$ cat config.mk
export PLATFORM = sky130hd
export DESIGN_NAME = smpcnt_irq_gen
export DESIGN_NICKNAME = d
export VERILOG_FILES = /design/src/rtl/smpcnt_pkg.sv /design/src/rtl/smpcnt_regs.sv /design/src/rtl/smpcnt_counter.sv /design/src/rtl/smpcnt_flag.sv /design/src/rtl/smpcnt_irq_gen.sv
export SDC_FILE = /design/constraint.sdc
export NUM_CORES = 1
export LEC_CHECK = 0
export ABC_AREA = 1
export CAP_MARGIN = 20
export CORE_ASPECT_RATIO = 0.5
export CORE_MARGIN = 3
export CORE_UTILIZATION = 42
export CTS_BUF_LIST = sky130_fd_sc_hd__clkbuf_4 sky130_fd_sc_hd__clkbuf_8
export DETAILED_ROUTE_END_ITERATION = 12
export PLACE_DENSITY_LB_ADDON = 0.15
export SLEW_MARGIN = 0
export SYNTH_ARGS = -nofsm -noshare
export SYNTH_HDL_FRONTEND = slang
export SYNTH_HIERARCHICAL = 1
export SYNTH_SLANG_ARGS = --single-unit
$ cat constraint.sdc
create_clock -name clk -period 2.2 [get_ports clk]
set_clock_uncertainty 0.15 [all_clocks]
set_input_delay 0.22 -clock clk [delete_from_list [all_inputs] [get_ports clk]]
set_output_delay 0.22 -clock clk [all_outputs]
set_load 0.01 [all_outputs]
$ cat src/rtl/smpcnt_pkg.sv
package smpcnt_pkg;
  localparam int ADDR_W   = 6;
  localparam int BYTE_W   = 8;
  localparam int CNT_W    = 16;

  localparam logic [ADDR_W-1:0] A_CFG     = 6'd9;
  localparam logic [ADDR_W-1:0] A_PLAY_HI = 6'd14;
  localparam logic [ADDR_W-1:0] A_PLAY_LO = 6'd15;
  localparam logic [ADDR_W-1:0] A_CAP_LO  = 6'd31;
  localparam logic [ADDR_W-1:0] A_CAP_HI  = 6'd32;

  // one counter step: wrap to the reload value at zero, else decrement
  function automatic logic [CNT_W-1:0] step_cnt(input logic [CNT_W-1:0] cur,
                                                input logic [CNT_W-1:0] rld);
    return (cur == '0) ? rld : cur - 1'b1;
  endfunction

  // pick the block length from the enable bits; playback wins when both are set
  function automatic logic [CNT_W-1:0] pick_len(input logic [1:0] en,
                                                input logic [CNT_W-1:0] play,
                                                input logic [CNT_W-1:0] cap);
    return en[0] ? play : (en[1] ? cap : play);
  endfunction
endpackage

$ cat src/rtl/smpcnt_regs.sv
module smpcnt_regs
  import smpcnt_pkg::*;
#(
  parameter bit EXT_CAP = 1'b1
) (
  input  logic              clk,
  input  logic              rst_n,
  input  logic              we,
  input  logic [ADDR_W-1:0] addr,
  input  logic [BYTE_W-1:0] wdata,
  output logic [1:0]        en,
  output logic [CNT_W-1:0]  play_len,
  output logic [CNT_W-1:0]  cap_len
);
  logic [BYTE_W-1:0] play_lo, play_hi;

  always_ff @(posedge clk) begin
    if (!rst_n) begin
      en      <= '0;
      play_lo <= '0;
      play_hi <= '0;
    end else if (we) begin
      case (addr)
        A_CFG:     en      <= wdata[1:0];
        A_PLAY_LO: play_lo <= wdata;
        A_PLAY_HI: play_hi <= wdata;
        default:   ;
      endcase
    end
  end

  assign play_len = {play_hi, play_lo};

  generate
    if (EXT_CAP) begin : g_cap
      logic [BYTE_W-1:0] cap_lo, cap_hi;
      always_ff @(posedge clk) begin
        if (!rst_n) begin
          cap_lo <= '0;
          cap_hi <= '0;
        end else if (we && addr == A_CAP_LO) begin
          cap_lo <= wdata;
        end else if (we && addr == A_CAP_HI) begin
          cap_hi <= wdata;
        end
      end
      assign cap_len = {cap_hi, cap_lo};
    end else begin : g_nocap
      assign cap_len = play_len;
    end
  endgenerate


  cfg_write_chk: assert property (@(posedge clk) disable iff (!rst_n)
    (we && addr == A_CFG) |=> en == $past(wdata[1:0]));
endmodule

$ cat src/rtl/smpcnt_counter.sv
module smpcnt_counter
  import smpcnt_pkg::*;
(
  input  logic             clk,
  input  logic             rst_n,
  input  logic [1:0]       en,
  input  logic [CNT_W-1:0] play_len,
  input  logic [CNT_W-1:0] cap_len,
  input  logic             stb,
  output logic             tc_evt
);
  logic             active, act_q, load_evt, cnt_evt;
  logic [CNT_W-1:0] cnt, rld;

  assign active   = |en;
  assign rld      = pick_len(en, play_len, cap_len);
  assign load_evt = active & ~act_q;
  assign cnt_evt  = active & act_q & stb;
  assign tc_evt   = cnt_evt & (cnt == '0);

  always_ff @(posedge clk) begin
    if (!rst_n) begin
      act_q <= 1'b0;
      cnt   <= '0;
    end else begin
      act_q <= active;
      if (load_evt)     cnt <= rld;
      else if (cnt_evt) cnt <= step_cnt(cnt, rld);
    end
  end


  idle_hold_chk: assert property (@(posedge clk) disable iff (!rst_n)
    (!active && !load_evt) |=> $stable(cnt));

  reload_chk: assert property (@(posedge clk) disable iff (!rst_n)
    load_evt |=> cnt == $past(rld));

  dec_chk: assert property (@(posedge clk) disable iff (!rst_n)
    (cnt_evt && cnt != '0) |=> cnt == $past(cnt) - 1'b1);

  wrap_chk: assert property (@(posedge clk) disable iff (!rst_n)
    tc_evt |=> cnt == $past(rld));
endmodule

$ cat src/rtl/smpcnt_flag.sv
module smpcnt_flag (
  input  logic clk,
  input  logic rst_n,
  input  logic set,
  input  logic clr,
  output logic flag
);
  always_ff @(posedge clk) begin
    if (!rst_n)   flag <= 1'b0;
    else if (set) flag <= 1'b1;
    else if (clr) flag <= 1'b0;
  end


  hold_chk: assert property (@(posedge clk) disable iff (!rst_n)
    (flag && !clr) |=> flag);

  clear_chk: assert property (@(posedge clk) disable iff (!rst_n)
    (clr && !set) |=> !flag);

  set_wins_chk: assert property (@(posedge clk) disable iff (!rst_n)
    set |=> flag);
endmodule

$ cat src/rtl/smpcnt_irq_gen.sv
module smpcnt_irq_gen
  import smpcnt_pkg::*;
#(
  parameter bit EXT_CAP = 1'b1
) (
  input  logic              clk,
  input  logic              rst_n,
  input  logic              reg_we,
  input  logic [ADDR_W-1:0] reg_addr,
  input  logic [BYTE_W-1:0] reg_wdata,
  input  logic              stat_we,
  input  logic              smp_stb,
  output logic              irq
);
  logic [1:0]       en;
  logic [CNT_W-1:0] play_len, cap_len;
  logic             tc_evt;

  smpcnt_regs #(.EXT_CAP(EXT_CAP)) u_regs (
    .clk, .rst_n, .we(reg_we), .addr(reg_addr), .wdata(reg_wdata),
    .en, .play_len, .cap_len
  );

  smpcnt_counter u_cnt (
    .clk, .rst_n, .en, .play_len, .cap_len, .stb(smp_stb), .tc_evt
  );

  smpcnt_flag u_flag (
    .clk, .rst_n, .set(tc_evt), .clr(stat_we), .flag(irq)
  );


  rise_cause_chk: assert property (@(posedge clk) disable iff (!rst_n)
    $rose(irq) |-> $past(smp_stb));

  reset_chk: assert property (@(posedge clk)
    !rst_n |=> !irq);
endmodule

; ---- Word-level counts from Yosys, hierarchy flattened
; Cells that the tools add are included.
[op_classes]
n_addsub = 1
n_eq_ne = 5
n_mux = 7
n_bitwise = 6
n_reduce_logical = 10
[op_table]
columns = op, n
row1 = 16-bit two-way mux, 5
row2 = 6-bit by 4-bit equality test with 1-bit output (second input constant), 3
row3 = 16-bit logical NOT, 1
row4 = 16-bit by 1-bit subtractor with 16-bit output (second input constant), 1
row5 = 2-bit AND reduction, 4
row6 = 6-bit by 5-bit equality test with 1-bit output (second input constant), 1
row7 = 6-bit equality test (second input constant), 1
row8 = 1-bit AND, 4
row9 = 2-bit nonzero test, 2
row10 = 1-bit logical AND, 2
row11 = 1-bit two-way mux, 2
row12 = 1-bit inverter, 2
row13 = 2-bit OR reduction, 1
[totals]
register_bits = 52
in_bits = 19
output_inout_bits = 1
elab_cells = 37

; ---- Logic depth before layout (Yosys ltp)
; Gate-level depths: netlist of run 1.
[logic_depth]
ltp_word = 5
depth_mapped = 13
ltp_nobuf = 12

; ---- Hierarchy
; The synthesis of run 1 kept the hierarchy.
[modules_own_cells]
columns = module, instances, cells_each, area_per_inst_um2, seq_area_each_um2
row1 = smpcnt_regs, 1, 221, 1517.7, 680.7
row2 = smpcnt_counter, 1, 238, 1443.9, 340.3
row3 = smpcnt_flag, 1, 6, 43.8, 20.0

; ---- Worst setup path after synthesis of run 1
; No wires, ideal clock.
[synth_path]
path_type = reg2reg
from = register u_cnt.cnt[0]
to = register u_cnt.cnt[3]
arrival_time_ns = 1.282
t_required_ns = 1.922
slack_ns = 0.639
path_stages_with_launch = 13
cell_sequence = dfxtp_1 inv_1 ha_1 inv_1 nor2_1 nand2_1 nor2_2 nand2_2 nand2_2 buf_6 o21ai_0 o21ai_1 a21oi_1
[synth_between]
elab_chain_len = 4
elab_cells_between_ends = 5
classes_between = 1 x add/sub / 3 x mux / 1 x reduce/logical
[synth_lines]
columns = element, line_no
row1 = start: declaration, smpcnt_counter.sv:13  ; logic [CNT_W-1:0] cnt, rld;
row2 = start signal: assignment, smpcnt_counter.sv:27  ; if (load_evt) cnt <= rld;
row3 = start signal: assignment, smpcnt_counter.sv:28  ; else if (cnt_evt) cnt <= step_cnt(cnt, rld);
row4 = 16-bit by 1-bit subtractor with 16-bit output / 16-bit logical NOT (equally long branches), smpcnt_pkg.sv:15  ; return (cur == '0) ? rld : cur - 1'b1;
row5 = 16-bit two-way mux *, smpcnt_pkg.sv:15
row6 = 16-bit two-way mux *, smpcnt_counter.sv:28
row7 = 16-bit two-way mux *, smpcnt_counter.sv:27
; Mark *: on every way between the ends. The rest lies on a longest branch, timed or not. The select of a mux whose other input is x is not followed.
; A chain may end at the register's enable or synchronous reset.

; ---- Worst setup path in the final report of run 1
[layout_path]
from = register u_cnt.cnt[1]
to = register u_cnt.cnt[4]
; The elaborated chain is that of the path after synthesis.

==> results of run 1 <==
## through the flow
step / power, mW / cells
after floorplan: 1.24 / 465
after global placement: 1.33 / 570
after detailed placement: 1.33 / 570
after CTS: 2.03 / 578
after global routing: 2.13 / 578
final: 2.01 / 578
## cell usage after synthesis, drive strengths merged
cell type / number / area, µm²
buf: 14 / 106
nand4: 2 / 12.5
dfxtp: 52 / 1040
nor3: 5 / 30.0
a21oi: 45 / 244
clkinv: 1 / 3.75
nand3b: 2 / 15.0
clkbuf: 5 / 18.8
xnor2: 5 / 43.8
ha: 2 / 25.0
mux2i: 1 / 10.0
xor2: 2 / 17.5
nand2: 100 / 400
inv: 42 / 158
nand3: 53 / 265
nor2: 101 / 449
o21ai: 33 / 165
## per-layer routing
layer  wire, µm  GRT usage, %  up-vias
met5          0             0        -
met4        116          6.08        0
met3        334          4.44       12
met2       2960          26.5       57
met1       4120          29.4     1256
li1           -             -     1531
## final timing paths
| check | startpoint | to |
|---|---|---|
| worst min-delay path | u_flag/flag | u_flag/flag |
| worst max-delay path | u_cnt/cnt[1] | u_cnt/cnt[4] |
| worst max register to register | u_cnt/cnt[1] | u_cnt/cnt[4] |
| worst min register to register | u_flag/flag | u_flag/flag |
## registers in the layout, indices dropped and copies added (netlist names)
register and count:
u_cnt/cnt 16, u_regs/g_cap.cap_hi 8, u_regs/g_cap.cap_lo 8, u_regs/play_hi 8, u_regs/play_lo 8, u_regs/en 2
u_cnt/act_q 1, u_flag/flag 1
## cell type report
cell class / count / area (µm²) / share of cell area, %
Tap cell: 92 / 115 / 3.36
Clock buffer: 6 / 76.3 / 2.23
Inverter: 43 / 161 / 4.71
Timing Repair Buffer: 32 / 313 / 9.14
Clock inverter: 2 / 38.8 / 1.13
Multi-Input combinational cell: 351 / 1680 / 49.0
Sequential cell: 52 / 1040 / 30.4
## cell families after synthesis
| kind of cell | Yosys count |
|---|---|
| and+or+nand+nor | 263 |
| buffers and inverters | 62 |
| adders and majority gates | 2 |
| muxes | 1 |
| AOI/OAI and AO/OA | 78 |
| xor gates and xnor gates | 7 |
| DFF | 52 |
## power groups by stage
stage                     clock, mW  sequential [mW]  combinational (mW)
after floorplan                   0            0.979               0.258
after global placement            0            0.982               0.347
after detailed placement          0            0.982               0.349
after CTS                     0.718            0.960               0.350
after global routing          0.767            0.962               0.397
final                         0.698            0.960               0.351
## critical path: cells and delay by family, from the launching register on
family / cells / cell delay (ns)
flops: 1 / 0.34
compound gates: 2 / 0.14
buf+inv: 3 / 0.30
fa+ha+maj: 1 / 0.14
simple gates: 6 / 0.63
==> results.md, run 1 <==
* Status: finished, final reports clean
* Layout net count at 506
* Simple-gate share of the synthesized area at 39.0%
* Startpoint Class: flop
* Post-Synth XOR/XNOR Area at 2.04%
* Worst skew pair latency at 0.32 ns
* Hold-fix buffer count after cts at 0
* Complex-gate fraction of the synthesized area at 13.6%
* N_diodes at 0
* Yosys warnings at 6
* Largest net degree at the start of global routing at 52
* WHS Path Cells at 2
* Rows at 21
* Slew Limit Headroom at 63.7%
* Final Hold Viols at 0
* Hold slack final at 0.321 ns
* CP max FO at 17
* FILL cells at 690
* Worst path slowest cell: dfxtp_1
* Post-route ant nets at 0
* CP cell instances: inv_1, ha_1, inv_1, nor2_1, nand2_1, nor2_2, nand2_2, nand2_2, buf_4, nand2_1, o21ai_1, a21oi_1
* GPL Wtd Cong at 0.843
* Pwr dens at 587 nW/µm²
* Vias at 2856
* DRC Markers at 0
* Maxcap violations at 0
* Fmax at 554 MHz
* GRT Residual Overflow at 0
* Reg2reg setup slack at 0.40 ns
* Reg power frac at 47.8%
* WL/cell at 13.0 µm
* WP data required at 2.27 ns
* Die Area at 8270 µm²
* Peak supply drop at 0.257 mV
* Switch share at 28.2%
* Hold WC Path Type: flop to flop
* Area Growth Syn to Fin at 13.9%
* Total CTS buffers at 5
* Clock Root Buffer: clkbuf_8
* Leakage at 1.53 nW
* RSZ-0062 raised after global routing: no
* Crit. End Element: flop
* Net Switching at 567 µW
* Die Wd at 126 µm
* Overall die height at 65.8 µm
* Minimum clock period at 1.80 ns
* Post-synth net total at 486
* Layout Utilization at 50.3%
* Count of different cell masters after synthesis at 29
* Final instance area at 3420 µm²
* Core Region at 6810 µm²
* Crit path kind: flop to flop
* Clock share of power at 34.7%
* Seq/Total Area, Yosys at 34.6%
* First-pass GRT wire length at 12700 µm
* Int Pwr at 1.44 mW
* Total clock sinks at 52
* Combinational power share at 17.4%
* Pre-CTS setup slack at 0.370 ns
* CP peak stage delay at 0.34 ns
* Initial antenna violation count at 0
* Via/cell ratio at 4.94
* Share of cells above drive strength 1 at 10.1%
* Final setup fails at 0
* Placed inst area at 3310 µm²
* Post-DP HPWL at 5420 µm
* Post-synthesis register bit count at 52
* Port bufs at 19
* Tcrit/Tclk final at 82.0%
* Commonest non-fill, non-tap cell in the layout: nand2_1
* Syn Inst Count at 465
* Post-Syn Area at 3010 µm²
* Vias in the first global route at 2559
* Worst Tran Pin Value at 0.541 ns
* Io pins at 20
* Gr usage total at 19.4%
* Initial core utilization at 44.2%
* Most frequent cells in the layout: nand2_1, nor2_1, nand3_1
* Main combinational cell family by area after synthesis: simple AND/OR/NAND/NOR gates
* Reg2Reg Depth at 12
* Syn Area/Cell at 6.46 µm²
* First DRT Iteration DRCs at 232
* Drt pass-1 iters at 4
* Setup WS post-layout at 0.395 ns
* CTS max path bufs at 2
* Post-synthesis mux area share at 0.333%
* CP arrival at 1.88 ns
* CTS tree: built
* Routed WL at 7530 µm
* # resized after CTS at 0
* Setup TNS at 0 ns
* Pins over their slew limit at 0
* Synth Area in Adders at 0.833%
* Clock Pin Slew Worst Setup and Hold Paths at 0.10 ns
* # H-tree levels at 2
* Setup Buffers After CTS at 0
Power figures use the tool's default switching activity.
==> inputs of run 2 (changes only) <==
==> constraint.sdc (replaced) <==
create_clock -name clk -period 1.45 [get_ports clk]
set_clock_uncertainty 0.15 [all_clocks]
set_input_delay 0.145 -clock clk [delete_from_list [all_inputs] [get_ports clk]]
set_output_delay 0.145 -clock clk [all_outputs]
set_load 0.01 [all_outputs]
==> run 2 against run 1 <==
The flow now finishes with violations (setup timing); utilization increased by 11 points; critical path type unchanged; routed wire length increased by 20%; sequential power increased by 51%; non-clock buffer count increased by 54; final area increased by 23%; flip-flop and latch count unchanged; first-iteration DRC count increased by 37%; die area unchanged; global-route usage increased by 1.2 points; register-to-register slack got worse by 0.65 ns; critical path depth decreased by 4; worst hold slack about the same.
==> results.md, run 2 (synthesis gave the netlist of run 1 again) <==
* Worst skew pair latency at 0.32 ns (about the same)
* Status: finished with violations
* DRC Markers at 0 (unchanged)
* Post-route ant nets at 0 (unchanged)
* Vias at 3228 (+13%)
* Most frequent CP cell: nand2_8
* Tcrit/Tclk final at 118% (+36 points)
* Final instance area at 4200 µm² (+23%)
* Clock Pin Slew Worst Setup and Hold Paths at 0.10 ns (about the same)
* N_diodes at 0 (unchanged)
* Setup WS post-layout at -0.255 ns (-0.650 ns)
* GRT Residual Overflow at 0 (unchanged)
* Initial antenna violation count at 0 (unchanged)
* CP peak stage delay at 0.32 ns (-0.02 ns)
* GPL Wtd Cong at 0.852 (+1.1%)
* Vias in the first global route at 2750 (+7.5%)
* Initial core utilization at 44.2% (unchanged)
* Leakage at 1.92 nW (+25%)
* Pre-CTS setup slack at -0.330 ns (-0.700 ns)
* Total CTS buffers at 5 (unchanged)
* Share of cells above drive strength 1 at 27.1% (+17 points)
* Peak supply drop at 0.358 mV (+39%)
* Crit. End Element: flop
* Most frequent cells in the layout: nand2_1, nor2_1, buf_4
* Routed WL at 9010 µm (+20%)
* Gr usage total at 20.6% (+1.2 points)
* Slew Limit Headroom at 75.2% (+11 points)
* CTS max path bufs at 2 (unchanged)
* Worst Tran Pin Value at 0.372 ns (-0.169 ns)
* CTS tree: built
* Final setup fails at 17 (+17)
* First-pass GRT wire length at 13700 µm (+7.9%)
* Layout Utilization at 61.7% (+11 points)
* Via/cell ratio at 5.08 (+2.9%)
* First DRT Iteration DRCs at 318 (+37%)
* Die Wd at 126 µm (unchanged)
* Sequential Area at 1050 µm² (+0.48%)
* Pins over their slew limit at 0 (unchanged)
* Final Hold Viols at 0 (unchanged)
* Pwr dens at 804 nW/µm² (+37%)
* FILL cells at 596 (-14%)
* Startpoint Class: flop
* Fmax at 586 MHz (+5.8%)
* Failing checks: setup timing
* Core Region at 6810 µm² (unchanged)
* Crit path kind: flop to flop
* Overall die height at 65.8 µm (unchanged)
* CP max FO at 5 (-12)
* Hold WC Path Type: primary input to flop
* Clock Root Buffer: clkbuf_8
* # H-tree levels at 2 (unchanged)
* RSZ-0062 raised after global routing: yes
* Die Area at 8270 µm² (unchanged)
* Area Growth Syn to Fin at 39.7%
* WL/cell at 14.2 µm (+8.9%)
* Max FFs per register at 16 (unchanged)
* Maxcap violations at 0 (unchanged)
* Rows at 21 (unchanged)
* Port bufs at 19 (unchanged)
* Multi-input logic area at 1930 µm² (+15%)
* Top reg by flops: u_cnt/cnt
* Io pins at 20 (unchanged)
* CP arrival at 1.77 ns (-0.11 ns)
* Minimum clock period at 1.71 ns (-0.0995 ns)
* Commonest non-fill, non-tap cell in the layout: nand2_1
* CP cell instances: nor2_1, nand2_1, nor2_4, nand2_8, nand2_8, o21ai_2, o21ai_1, a21oi_1
* Drt pass-1 iters at 5 (+1)
* Placed inst area at 3740 µm² (+13%)
* Total clock sinks at 52 (unchanged)
* Largest net degree at the start of global routing at 33 (-37%)
* Layout net count at 563 (+11%)
* WP data required at 1.51 ns (-0.76 ns)
* Post-DP HPWL at 5740 µm (+6.1%)
* Worst path slowest cell: dfxtp_1
==> run 2: worst paths after layout <==
path                                        startpoint                endpoint  slack, ns  cells past startpoint
worst min register to register  u_regs/g_cap.cap_hi[3]  u_regs/g_cap.cap_hi[3]       0.34                      2
worst max register to register            u_cnt/cnt[2]            u_cnt/cnt[3]      -0.26                      8
worst max-delay path                      u_cnt/cnt[2]            u_cnt/cnt[3]      -0.26                      8
worst min-delay path                           stat_we             u_flag/flag       0.32                      4
==> run 2: repair_timing <==
action / CTS / global route
buffers inserted: 2 / 4
pin swaps: 11 / 14
endpoints found under the setup margin: 18 / 18
gates resized for setup: 26 / 48
hold buffers: 0 / 0
gates cloned: 2 / 1
==> run 2: layer usage <==
layer / share of wire [%] / GRT usage [%]
met2: 44 / 30.2
met3: 5.0 / 3.55
met1: 49 / 30.7
met5: 0 / 0
met4: 1.6 / 6.22
==> run 2: report_power, final <==
part | leakage (nW) | internal (mW) | switching, mW | total [mW]
clock | 0.0586 | 0.533 | 0.529 | 1.06
combinational | 1.44 | 0.380 | 0.477 | 0.858
sequential | 0.421 | 1.44 | 0.0113 | 1.45
==> run 2: cell type report <==
cell class	count	share of cell area (%)
Multi-Input combinational cell	354	45.9
Sequential cell	52	24.9
Tap cell	92	2.74
Clock buffer	6	1.82
Inverter	43	3.90
Timing Repair Buffer	86	19.9
Clock inverter	2	0.835
==> run 2: stage by stage <==
stage,setup TNS (ns),hold slack (ns),total power [mW],instances
finish,-3.55,0.321,3.37,635
global route,-4.78,0.342,3.50,635
CTS,-2.67,0.326,3.24,630
detailed placement,-7.90,0.318,2.12,618
global placement,-7.12,0.308,2.12,618
floorplan,-0.591,0.117,1.88,465
==> run 2: critical path, delay by kind of cell, from the launching register on <==
kind	cells	cell delay, ns
AOI/OAI and AO/OA	3	0.27
DFF	1	0.32
and+or+nand+nor	5	0.85
